## config.mk

```make
export PLATFORM = sky130hd
export DESIGN_NAME = epctl_regbank
export DESIGN_NICKNAME = d
export VERILOG_FILES = /design/src/rtl/epctl_pkg.sv /design/src/rtl/epctl_mask.sv /design/src/rtl/epctl_slice.sv /design/src/rtl/epctl_regbank.sv
export SDC_FILE = /design/constraint.sdc
export NUM_CORES = 1
export LEC_CHECK = 0
export CELL_PAD_IN_SITES_DETAIL_PLACEMENT = 0
export CELL_PAD_IN_SITES_GLOBAL_PLACEMENT = 1
export CORE_MARGIN = 2
export CORE_UTILIZATION = 47
export DETAILED_ROUTE_END_ITERATION = 12
export DONT_BUFFER_PORTS = 1
export HOLD_SLACK_MARGIN = 0.08
export PLACE_DENSITY = 0.79
export SLEW_MARGIN = 25
export SYNTH_ARGS = -nofsm -noshare
export SYNTH_HDL_FRONTEND = slang
export SYNTH_SLANG_ARGS = --single-unit
```

## constraint.sdc

```tcl
create_clock -name clk_i -period 3.9 [get_ports clk_i]
set_clock_uncertainty 0.2 [all_clocks]
set_input_delay 0.78 -clock clk_i [delete_from_list [all_inputs] [get_ports clk_i]]
set_output_delay 0.78 -clock clk_i [all_outputs]
set_load 0.02 [all_outputs]
```

## src/rtl/epctl_pkg.sv

```systemverilog
package epctl_pkg;

    localparam int unsigned DW        = 32;
    localparam int unsigned CTL_BASE  = 32'h900;
    localparam int unsigned STS_OFS   = 32'h008;
    localparam int unsigned EP_STRIDE = 32'h020;
    localparam int unsigned MASK_ADDR = 32'h810;

    localparam int unsigned RUN_BIT   = 31;
    localparam int unsigned STOP_BIT  = 30;
    localparam int unsigned CMD_LSB   = 26;
    localparam int unsigned NCMD      = 4;
    localparam int unsigned NEVT      = 10;

    // event flag positions inside the status word
    localparam int unsigned EV_XFER   = 0;
    localparam int unsigned EV_DIS    = 1;
    localparam int unsigned EV_BUSERR = 2;
    localparam int unsigned EV_SETUP  = 3;
    localparam int unsigned EV_PKTERR = 8;
    localparam int unsigned EV_BNA    = 9;

    localparam logic [NEVT-1:0] EVT_VALID  = 10'b11_0000_1111;
    localparam logic [NEVT-1:0] MASK_VALID = 10'b11_0000_0111;
    localparam logic [NEVT-1:0] ALWAYS_ON  = 10'b00_0000_1000;

    typedef struct packed {
        logic            run;
        logic            stop;
        logic [1:0]      kind;
        logic            act;
        logic [10:0]     mps;
        logic [NCMD-1:0] cmd;
        logic [NEVT-1:0] pend;
        logic [NEVT-1:0] flags;
    } ep_state_t;

endpackage

```

## src/rtl/epctl_mask.sv

```systemverilog
module epctl_mask
    import epctl_pkg::*;
(
    input  logic            clk_i,
    input  logic            rst_ni,
    input  logic            we_i,
    input  logic [NEVT-1:0] wdata_i,
    output logic [NEVT-1:0] mask_o
);

    logic [NEVT-1:0] mask_d, mask_q;

    always_comb begin
        mask_d = mask_q;
        if (we_i) begin
            mask_d = wdata_i & MASK_VALID;
        end
    end

    always_ff @(posedge clk_i) begin
        if (!rst_ni) begin
            mask_q <= '0;
        end else begin
            mask_q <= mask_d;
        end
    end

    assign mask_o = mask_q;

    assert_mask_hold_R10: assert property (@(posedge clk_i) disable iff (!rst_ni)
        !we_i |=> $stable(mask_q));

endmodule

```

## src/rtl/epctl_slice.sv

```systemverilog
module epctl_slice
    import epctl_pkg::*;
(
    input  logic            clk_i,
    input  logic            rst_ni,
    input  logic            ctl_we_i,
    input  logic            sts_we_i,
    input  logic [DW-1:0]   wdata_i,
    input  logic            setup_i,
    input  logic            xfer_i,
    input  logic            disack_i,
    input  logic            buserr_i,
    input  logic            pkterr_i,
    input  logic            bna_i,
    input  logic [NEVT-1:0] mask_i,
    output logic [DW-1:0]   ctl_o,
    output logic [DW-1:0]   sts_o,
    output logic [NCMD-1:0] cmd_o,
    output logic            irq_o
);

    ep_state_t s_d, s_q;
    logic            stop_take;
    logic [NEVT-1:0] clr_mask;
    logic [NEVT-1:0] new_evt;
    logic            unused_wbits;

    assign unused_wbits = ^{wdata_i[25:20], wdata_i[17:16], wdata_i[14:11]};

    always_comb begin
        stop_take = disack_i && s_q.stop;
        clr_mask  = sts_we_i ? (wdata_i[NEVT-1:0] & EVT_VALID) : '0;

        new_evt            = '0;
        new_evt[EV_XFER]   = xfer_i;
        new_evt[EV_DIS]    = stop_take;
        new_evt[EV_BUSERR] = buserr_i;
        new_evt[EV_SETUP]  = setup_i;
        new_evt[EV_PKTERR] = pkterr_i;
        new_evt[EV_BNA]    = bna_i;

        s_d      = s_q;
        s_d.cmd  = '0;
        s_d.pend = new_evt;

        if (ctl_we_i) begin
            s_d.kind = wdata_i[19:18];
            s_d.act  = wdata_i[15];
            s_d.mps  = wdata_i[10:0];
            s_d.cmd  = wdata_i[CMD_LSB +: NCMD];
            if (wdata_i[RUN_BIT]) begin
                s_d.run = 1'b1;
            end
            if (wdata_i[STOP_BIT] && s_q.run) begin
                s_d.stop = 1'b1;
            end
        end

        // hardware clear has priority over any software set
        if (setup_i || xfer_i || stop_take) begin
            s_d.run = 1'b0;
        end
        if (stop_take) begin
            s_d.stop = 1'b0;
        end

        // flags latch one edge after the bits cleared; set beats clear
        s_d.flags = (s_q.flags & ~clr_mask) | s_q.pend;
    end

    always_ff @(posedge clk_i) begin
        if (!rst_ni) begin
            s_q <= '0;
        end else begin
            s_q <= s_d;
        end
    end

    assign ctl_o = {s_q.run, s_q.stop, 10'b0, s_q.kind, 2'b0, s_q.act, 4'b0, s_q.mps};
    assign sts_o = {{(DW-NEVT){1'b0}}, s_q.flags};
    assign cmd_o = s_q.cmd;
    assign irq_o = |(s_q.flags & (mask_i | ALWAYS_ON));

    assert_hw_wins_R12: assert property (@(posedge clk_i) disable iff (!rst_ni)
        (ctl_we_i && wdata_i[RUN_BIT] && (setup_i || xfer_i)) |=> !s_q.run);

    assert_stop_needs_run_R5: assert property (@(posedge clk_i) disable iff (!rst_ni)
        $rose(s_q.stop) |-> $past(s_q.run));

    assert_dis_flag_after_clear_R8: assert property (@(posedge clk_i) disable iff (!rst_ni)
        $rose(s_q.flags[EV_DIS]) |-> (!$past(s_q.run) && !$past(s_q.stop)));

    assert_xfer_flag_after_clear_R8: assert property (@(posedge clk_i) disable iff (!rst_ni)
        $rose(s_q.flags[EV_XFER]) |-> !$past(s_q.run));

    assert_stray_ack_ignored_R6: assert property (@(posedge clk_i) disable iff (!rst_ni)
        (disack_i && !s_q.stop && s_q.run && !setup_i && !xfer_i) |=> s_q.run);

endmodule

```

## src/rtl/epctl_regbank.sv

```systemverilog
module epctl_regbank
    import epctl_pkg::*;
#(
    parameter int unsigned NUM_EP = 8,
    parameter int unsigned AW     = 12
) (
    input  logic                 clk_i,
    input  logic                 rst_ni,
    input  logic [AW-1:0]        addr_i,
    input  logic                 wen_i,
    input  logic [31:0]          wdata_i,
    output logic [31:0]          rdata_o,
    input  logic [NUM_EP-1:0]    setup_i,
    input  logic [NUM_EP-1:0]    xfer_i,
    input  logic [NUM_EP-1:0]    disack_i,
    input  logic [NUM_EP-1:0]    buserr_i,
    input  logic [NUM_EP-1:0]    pkterr_i,
    input  logic [NUM_EP-1:0]    bna_i,
    output logic [4*NUM_EP-1:0]  cmd_o,
    output logic [NUM_EP-1:0]    irq_o
);

    localparam int unsigned MA = MASK_ADDR;

    logic [NEVT-1:0]   mask;
    logic              mask_hit;
    logic [NUM_EP-1:0] ctl_hit;
    logic [NUM_EP-1:0] sts_hit;
    logic [DW-1:0]     ctl_rd [NUM_EP];
    logic [DW-1:0]     sts_rd [NUM_EP];

    assign mask_hit = (addr_i == MA[AW-1:0]);

    epctl_mask u_mask (
        .clk_i   (clk_i),
        .rst_ni  (rst_ni),
        .we_i    (wen_i && mask_hit),
        .wdata_i (wdata_i[NEVT-1:0]),
        .mask_o  (mask)
    );

    for (genvar i = 0; i < NUM_EP; i++) begin : g_ep
        localparam int unsigned CA = CTL_BASE + i * EP_STRIDE;
        localparam int unsigned SA = CA + STS_OFS;

        assign ctl_hit[i] = (addr_i == CA[AW-1:0]);
        assign sts_hit[i] = (addr_i == SA[AW-1:0]);

        epctl_slice u_slice (
            .clk_i    (clk_i),
            .rst_ni   (rst_ni),
            .ctl_we_i (wen_i && ctl_hit[i]),
            .sts_we_i (wen_i && sts_hit[i]),
            .wdata_i  (wdata_i),
            .setup_i  (setup_i[i]),
            .xfer_i   (xfer_i[i]),
            .disack_i (disack_i[i]),
            .buserr_i (buserr_i[i]),
            .pkterr_i (pkterr_i[i]),
            .bna_i    (bna_i[i]),
            .mask_i   (mask),
            .ctl_o    (ctl_rd[i]),
            .sts_o    (sts_rd[i]),
            .cmd_o    (cmd_o[NCMD*i +: NCMD]),
            .irq_o    (irq_o[i])
        );
    end

    always_comb begin
        rdata_o = '0;
        if (mask_hit) begin
            rdata_o = {{(DW-NEVT){1'b0}}, mask};
        end
        for (int i = 0; i < NUM_EP; i++) begin
            if (ctl_hit[i]) rdata_o = ctl_rd[i];
            if (sts_hit[i]) rdata_o = sts_rd[i];
        end
    end

endmodule

```

==> summary.md, run 1 <==
| Metric | Value |
|---|---|
| Reg2reg path depth | `2` |
| Hold Crit Start | `xfer_i[7]` |
| Layout area overhead | `11.7%` |
| Slew Limit Fails | `0` |
| Routed WL | `37300 µm` |
| Worst-Skew Late Latency | `0.54 ns` |
| Most frequent cells in the layout | `nand2_1, dfxtp_1, a21boi_0, buf_4, nor2_1` |
| Post-DP HPWL | `25900 µm` |
| Fillers | `2281` |
| Ys flop type | `dfxtp_1` |
| Leading area contributor after synthesis | `dfxtp_1` |
| Fmax | `0.256 GHz` |
| Final setup fails | `1` |
| Yosys cell types | `66` |
| Nets@finish | `1428` |
| Final Hold Fails | `0` |
| Num CTS Buffers | `28` |
| Mean Syn Cell Area | `8.43 µm²` |
| FF-to-FF End | `u_mask.mask_o[8]` |
| Post-DP Area | `0.0117 mm²` |
| Clk slew on worst S/H paths | `0.06 ns` |
| Fraction of registers with async set/reset | `0%` |
| Worst setup margin | `-0.00561 ns` |
| Hold Path Class | `input port to flop` |
| Tot Pwr | `5900 µW` |
| Static Leakage | `0.00457 µW` |
| DP Cell Count | `1619` |
| GP Congestion | `0.972` |
| Clock root cell | `clkbuf_16` |
| Area share of the largest cell type after synthesis | `45.2%` |
| Power per Cell Area | `456 mW/mm²` |
| Max_slew headroom | `40.1%` |
| Reg2reg start | `u_mask.mask_o[8]` |
| Die width | `161 µm` |
| Crit end category | `output port` |
| Clock power frac | `49.9%` |
| Port Buffer Count | `0` |
| Sw Share | `21.7%` |
| Row count | `57` |
| Seq/Total Area, Yosys | `45.2%` |
| Seq cells post-synth | `261` |
| Post-synthesis compound-gate area fraction | `22.1%` |
| Critical path type | `input port to output port` |
| Net switching power | `1280 µW` |
| Gr usage total | `28.4%` |
| Critical Path RT | `2.92 ns` |
| Top cells by area, synth | `dfxtp_1, nand2_1, a21boi_0` |
| Outcome | `finished with violations` |
| Antenna-violating nets left | `0` |
| Gate power share | `3.2%` |
| First-pass GRT wire length | `56200 µm` |
| Post-route insts no fill | `1679` |
| CTS tree | `built` |
| Largest net degree at the start of global routing | `226` |
| Initial antenna violation count | `0` |
| Longest Clk Path Bufs | `3` |
| Critical Path Start Type | `input port` |
| Layout cells sized above 1 | `12.1%` |
| Violated checks | `setup timing` |
| Commonest non-fill, non-tap cell in the layout | `nand2_1` |
| Via Count | `9671` |
| Clk sinks | `261` |
| Crit path DAT | `2.93 ns` |
| Final hold slack | `0.104 ns` |
| CP Capture Point | `rdata_o[9]` |
| Max IR drop VDD | `271 µV` |
| Via/cell ratio | `5.76` |
| DRC | `0` |
| Max FO, Critical Path | `7` |
| Time the worst path needs with I/O delays and setup | `3.91 ns` |
| Yosys warns | `0` |
| Antenna cells | `0` |
| Register share of total power | `46.9%` |
| RSZ-0062 raised after global routing | `true` |
| Vias in the first global route | `9342` |
| Core area | `0.0242 mm²` |
| R2R setup slack | `2.71 ns` |
| Router iterations before antenna repair | `8` |
| Post-synthesis simple-gate area fraction | `22.0%` |
| GRT overflow | `0` |
| # Max-Cap Violations | `0` |
| Final period util | `100%` |
| Mapped cell area | `0.0116 mm²` |
| Initial DRC count | `881` |
| Die Y | `161 µm` |
| Synthesized instance count | `1372` |
| Post-synth EDFFs | `0` |
| # hold bufs at CTS | `0` |
| DIE AREA | `0.0259 mm²` |
| Synth Area in XOR/XNOR | `0.0757%` |
| Mean routed wirelength per cell | `22.2 µm` |
| Initial Util | `47.7%` |
| Final instance area | `0.0129 mm²` |
| Adder-cell share of the synthesized area | `0%` |
| Cell Int Power | `4620 µW` |
| Largest family of logic cells by synthesized area | `compound AO/OA/AOI/OAI gates` |
| Ports | `167` |
| Mux cell area share after synthesis | `2.79%` |
| H-Tree Depth | `1` |
| Crit path launch | `addr_i[0]` |
| Slew @ Worst Pin | `0.897 ns` |
sequential cells by signal, summed over array words and instances (netlist names):
signal,flops
g_ep.u_slice.ctl_o,128
g_ep.u_slice.s_q,48
g_ep.u_slice.sts_o,48
g_ep.u_slice.cmd_o,32
u_mask.mask_o,5
Yosys cell counts, types with 4 or more instances:
master     count
nor2_1        70
a32oi_1        5
o32a_1         4
buf_2         13
buf_4         65
a21boi_0     101
nand2b_1       6
a22oi_1       42
o221ai_1       4
nand4_1        4
nand2_1      304
o2111ai_1      8
nand3_1       22
a21boi_1      12
o21a_1        47
nor3_1        11
o22ai_1        7
a21o_1         5
nor2b_1       39
o211ai_1      14
dfxtp_1      261
mux2i_1       21
o21ai_0       16
and2_1        43
mux2_2        10
nor4_1        10
a211oi_1       4
a21oi_1       51
a222oi_1       4
and3_1        18
a31oi_1       14
buf_1          4
clkbuf_1      82
how the worst min path moves through the flow:
stage	endpoint	slack, ns	cells past startpoint
after floorplan	g_ep[1].u_slice.sts_o[0]	0.22	1
after global placement	g_ep[1].u_slice.sts_o[3]	0.22	1
after detailed placement	g_ep[1].u_slice.sts_o[1]	0.23	1
after CTS	g_ep[6].u_slice.ctl_o[31]	0.1	1
after global routing	g_ep[1].u_slice.ctl_o[31]	0.09	1
final	g_ep[7].u_slice.ctl_o[31]	0.10	1
cells by family after synthesis:
group                     after synthesis
and+or+nand+nor                       552
other                                   1
muxes                                  31
AOI/OAI and AO/OA                     358
DFF                                   261
xor gates and xnor gates                1
buffers and inverters                 168
per-stage QoR:
stage	util [%]	setup slack, ns	setup TNS [ns]
2_1_floorplan	-	0.0670	0
3_3_place_gp	48.4	-0.180	-0.228
3_5_place_dp	48.4	-0.166	-0.209
4_1_cts	53.0	-0.0224	-0.0236
5_1_grt	53.3	-0.0769	-0.0781
6_report	53.3	-0.00561	-0.00561
worst max-delay path: stages:
cell      delay (ns)
or4_4           0.56
nor4_4          0.25
buf_4           0.16
o211ai_1        0.09
a222oi_1        0.46
o221ai_1        0.19
a31oi_2         0.25
buf_4           0.18
cell type report:
| class | instances | area (µm²) | area share, % |
|---|---|---|---|
| Clock buffer | 36 | 771 | 5.96 |
| Clock inverter | 16 | 265 | 2.05 |
| Inverter | 2 | 7.51 | 0.0581 |
| Multi-Input combinational cell | 958 | 5590 | 43.2 |
| Sequential cell | 261 | 5230 | 40.4 |
| Tap cell | 324 | 405 | 3.14 |
| Timing Repair Buffer | 82 | 663 | 5.13 |
repair_timing:
item	4_1_cts	5_1_grt
buffers inserted	7	3
endpoints found under the setup margin	5	14
pin swaps	13	18
gates resized for setup	10	11
gates cloned	0	0
power by group through the flow:
stage / Combinational, µW / Clock [µW] / Sequential (µW)
after floorplan: 233 / 0 / 2800
after global placement: 183 / 0 / 2820
after detailed placement: 186 / 0 / 2820
after CTS: 189 / 2970 / 2760
after global routing: 208 / 3090 / 2770
final: 191 / 2940 / 2760
metal layers:
| layer | vias up | GRT usage, % | routed length (µm) |
|---|---|---|---|
| met2 | 419 | 44.1 | 16500 |
| met5 | - | 0 | 0 |
| met4 | 0 | 9.62 | 1140 |
| met1 | 4609 | 38.9 | 16300 |
| met3 | 74 | 6.61 | 3400 |
| li1 | 4569 | - | - |
(Power assumes the default switching activity.)
==> run 2: changes to the inputs <==
--- a/config.mk
+++ b/config.mk
@@ -8,11 +8,11 @@
 export CELL_PAD_IN_SITES_DETAIL_PLACEMENT = 0
 export CELL_PAD_IN_SITES_GLOBAL_PLACEMENT = 1
 export CORE_MARGIN = 2
-export CORE_UTILIZATION = 47
+export CORE_UTILIZATION = 30
 export DETAILED_ROUTE_END_ITERATION = 12
 export DONT_BUFFER_PORTS = 1
 export HOLD_SLACK_MARGIN = 0.08
-export PLACE_DENSITY = 0.79
+export PLACE_DENSITY = 0.54
 export SLEW_MARGIN = 25
 export SYNTH_ARGS = -nofsm -noshare
 export SYNTH_HDL_FRONTEND = slang
==> summary.md, run 2 (synthesis gave the netlist of run 1 again) <==
| Metric | Value |
|---|---|
| Worst setup margin | `0.0221 ns (+0.0277 ns)` |
| Slew @ Worst Pin | `0.795 ns (-0.102 ns)` |
| # Max-Cap Violations | `0 (unchanged)` |
| H-Tree Depth | `1 (unchanged)` |
| Time the worst path needs with I/O delays and setup | `3.88 ns (-0.0277 ns)` |
| Ports | `167 (unchanged)` |
| Worst-Skew Late Latency | `0.57 ns (+0.03 ns)` |
| Buf/Inv on CP | `5 (+3)` |
| Initial Util | `30.6% (-17 points)` |
| Cell mode on critical path | `buf_4` |
| Critical Path Start Type | `input port` |
| Row count | `71 (+25%)` |
| Die Y | `200 µm (+25%)` |
| Static Leakage | `0.00466 µW (+2.1%)` |
| Port Buffer Count | `0 (unchanged)` |
| Antenna-violating nets left | `0 (unchanged)` |
| Initial antenna violation count | `0 (unchanged)` |
| Max IR drop VDD | `294 µV (+8.7%)` |
| Fillers | `3969 (+74%)` |
| Router iterations before antenna repair | `5 (-3)` |
| Final setup fails | `0 (-1)` |
| GP Congestion | `0.887 (-8.7%)` |
| Via/cell ratio | `5.13 (-11%)` |
| Core area | `0.0378 mm² (+56%)` |
| Critical Path RT | `2.92 ns (about the same)` |
| Fmax | `0.258 GHz (+0.71%)` |
| DRC | `0 (unchanged)` |
| Clock root cell | `clkbuf_16` |
| Max FO, Critical Path | `7 (unchanged)` |
| Final core utilization | `35.1% (-18 points)` |
| Layout cells sized above 1 | `11.7% (-0.36 points)` |
| CTS tree | `built` |
| Num CTS Buffers | `31 (+11%)` |
| Mean routed wirelength per cell | `23.2 µm (+4.5%)` |
| CP peak stage delay | `0.53 ns (-0.03 ns)` |
| GRT overflow | `0 (unchanged)` |
| Commonest non-fill, non-tap cell in the layout | `nand2_1` |
| Final period util | `99.4% (-0.71 points)` |
| Place WS | `-0.152 ns (+0.0133 ns)` |
| Max_slew headroom | `46.9% (+6.8 points)` |
| Longest Clk Path Bufs | `3 (unchanged)` |
| Final Hold Fails | `0 (unchanged)` |
| Worst path depth | `11 (+3)` |
| Outcome | `completed` |
| Worst path top cell family by delay | `simple AND/OR/NAND/NOR gates` |
| Crit path launch | `addr_i[2]` |
| Clk sinks | `261 (unchanged)` |
| RSZ-0062 raised after global routing | `true` |
| Routed WL | `43700 µm (+17%)` |
| Slew Limit Fails | `0 (unchanged)` |
| Layout area overhead | `14.9%` |
| R2R setup slack | `2.34 ns (-0.37 ns)` |
| Crit end category | `output port` |
| Via Count | `9658 (-0.13%)` |
| Final hold slack | `0.137 ns (+0.0325 ns)` |
| Antenna cells | `0 (unchanged)` |
| Die width | `200 µm (+25%)` |
| Critical path type | `input port to output port` |
| Critical-path cell list | `or4_4 > nor4_2 > buf_4 > buf_6 > o211ai_1 > a222oi_1 > buf_4 > o221ai_2 > a31oi_1 > buf_4 > buf_6` |
| Gr usage total | `21.3% (-7.0 points)` |
| Power per Cell Area | `443 mW/mm² (-2.9%)` |
| CP Capture Point | `rdata_o[8]` |
| First-pass GRT wire length | `64100 µm (+14%)` |
| FF-to-FF End | `g_ep[6].u_slice.ctl_o[31]` |
| Slowest cell on crit path | `or4_4` |
| Largest net degree at the start of global routing | `226 (unchanged)` |
| Most frequent cells in the layout | `nand2_1, dfxtp_1, a21boi_0, buf_4, nor2_1` |
| Nets@finish | `1446 (+1.3%)` |
| Post-DP HPWL | `30000 µm (+16%)` |
| Hold Path Class | `input port to flop` |
| Crit path DAT | `2.90 ns (-0.03 ns)` |
| Reg2reg path depth | `3 (+1)` |
| Reg2reg start | `g_ep[6].u_slice.ctl_o[31]` |
| Vias in the first global route | `9618 (+3.0%)` |
| Clk slew on worst S/H paths | `0.06 ns (about the same)` |
| Largest register FFs | `128 (unchanged)` |
| DIE AREA | `0.0402 mm² (+55%)` |
| Initial DRC count | `738 (-16%)` |
-- run 2: cell types whose count changed in the layout (fill, tap and decap cells not counted), moves of 3 or more --
cell and delta:
nor2_2 -3, clkbuf_16 +3, clkinv_2 +5, clkbuf_8 +3, nor2_1 +3, bufinv_16 -3
dlygate4sd3_1 +16, clkinvlp_4 -3, a31oi_2 -3
-- run 2: worst min-delay path by stage --
stage	startpoint	to	slack [ns]	depth (start not counted)
5_1_grt	setup_i[6]	g_ep[6].u_slice.s_q[13]	0.13	1
3_5_place_dp	g_ep[1].u_slice.s_q[13]	g_ep[1].u_slice.sts_o[3]	0.23	1
4_1_cts	setup_i[6]	g_ep[6].u_slice.s_q[13]	0.12	1
6_report	setup_i[6]	g_ep[6].u_slice.s_q[13]	0.14	1
2_1_floorplan	g_ep[1].u_slice.s_q[10]	g_ep[1].u_slice.sts_o[0]	0.22	1
3_3_place_gp	g_ep[1].u_slice.s_q[13]	g_ep[1].u_slice.sts_o[3]	0.23	1
-- run 2: repair_timing --
action / CTS / global route
setup buffers: 2 / 0
pin swaps: 4 / 6
gates resized for setup: 6 / 10
hold buffers: 16 / 0
endpoints found under the hold margin: 8 / 0
setup endpoints to repair: 4 / 5
-- run 2: cell type report --
class	instances	area, µm²	share of cell area (%)
well taps	511	639	4.81
multi-input cells	958	5570	41.9
flip-flops and latches	261	5230	39.3
clock inverters	12	141	1.06
repair buffers	97	837	6.29
clock buffers	41	883	6.64
inverters	2	7.51	0.0564
-- run 2: through the flow --
stage / std cells / cell area, µm² / setup TNS (ns) / power (µW)
6_report: 1882 / 13300 / 0 / 5890
3_5_place_dp: 1812 / 12000 / -0.248 / 3020
5_1_grt: 1882 / 13300 / -0.243 / 6080
4_1_cts: 1882 / 13300 / -0.00587 / 5950
3_3_place_gp: 1812 / 12000 / -0.252 / 3020
2_1_floorplan: 1387 / 11600 / 0 / 3030
-- run 2: worst register-to-register path, stage by stage, from the launching register on --
cell	delay (ns)
dfxtp_1	0.36
a21oi_1	0.26
nor4_1	0.08
dlygate4sd3_1	0.56
-- run 2: metal layers --
metal / part of all wire, % / vias to the layer above / global-route usage [%]
met1: 47 / 4677 / 29.7
met2: 44 / 299 / 33.1
met5: 0 / - / 0
li1: - / 4621 / -
met4: 2.3 / 0 / 5.63
met3: 7.0 / 61 / 4.85
-- run 2: power by group --
group	leakage [µW]	switching, µW	internal, µW
clock network	0.000510	1150	1770
logic	0.00203	104	97.4
registers	0.00212	51.8	2720
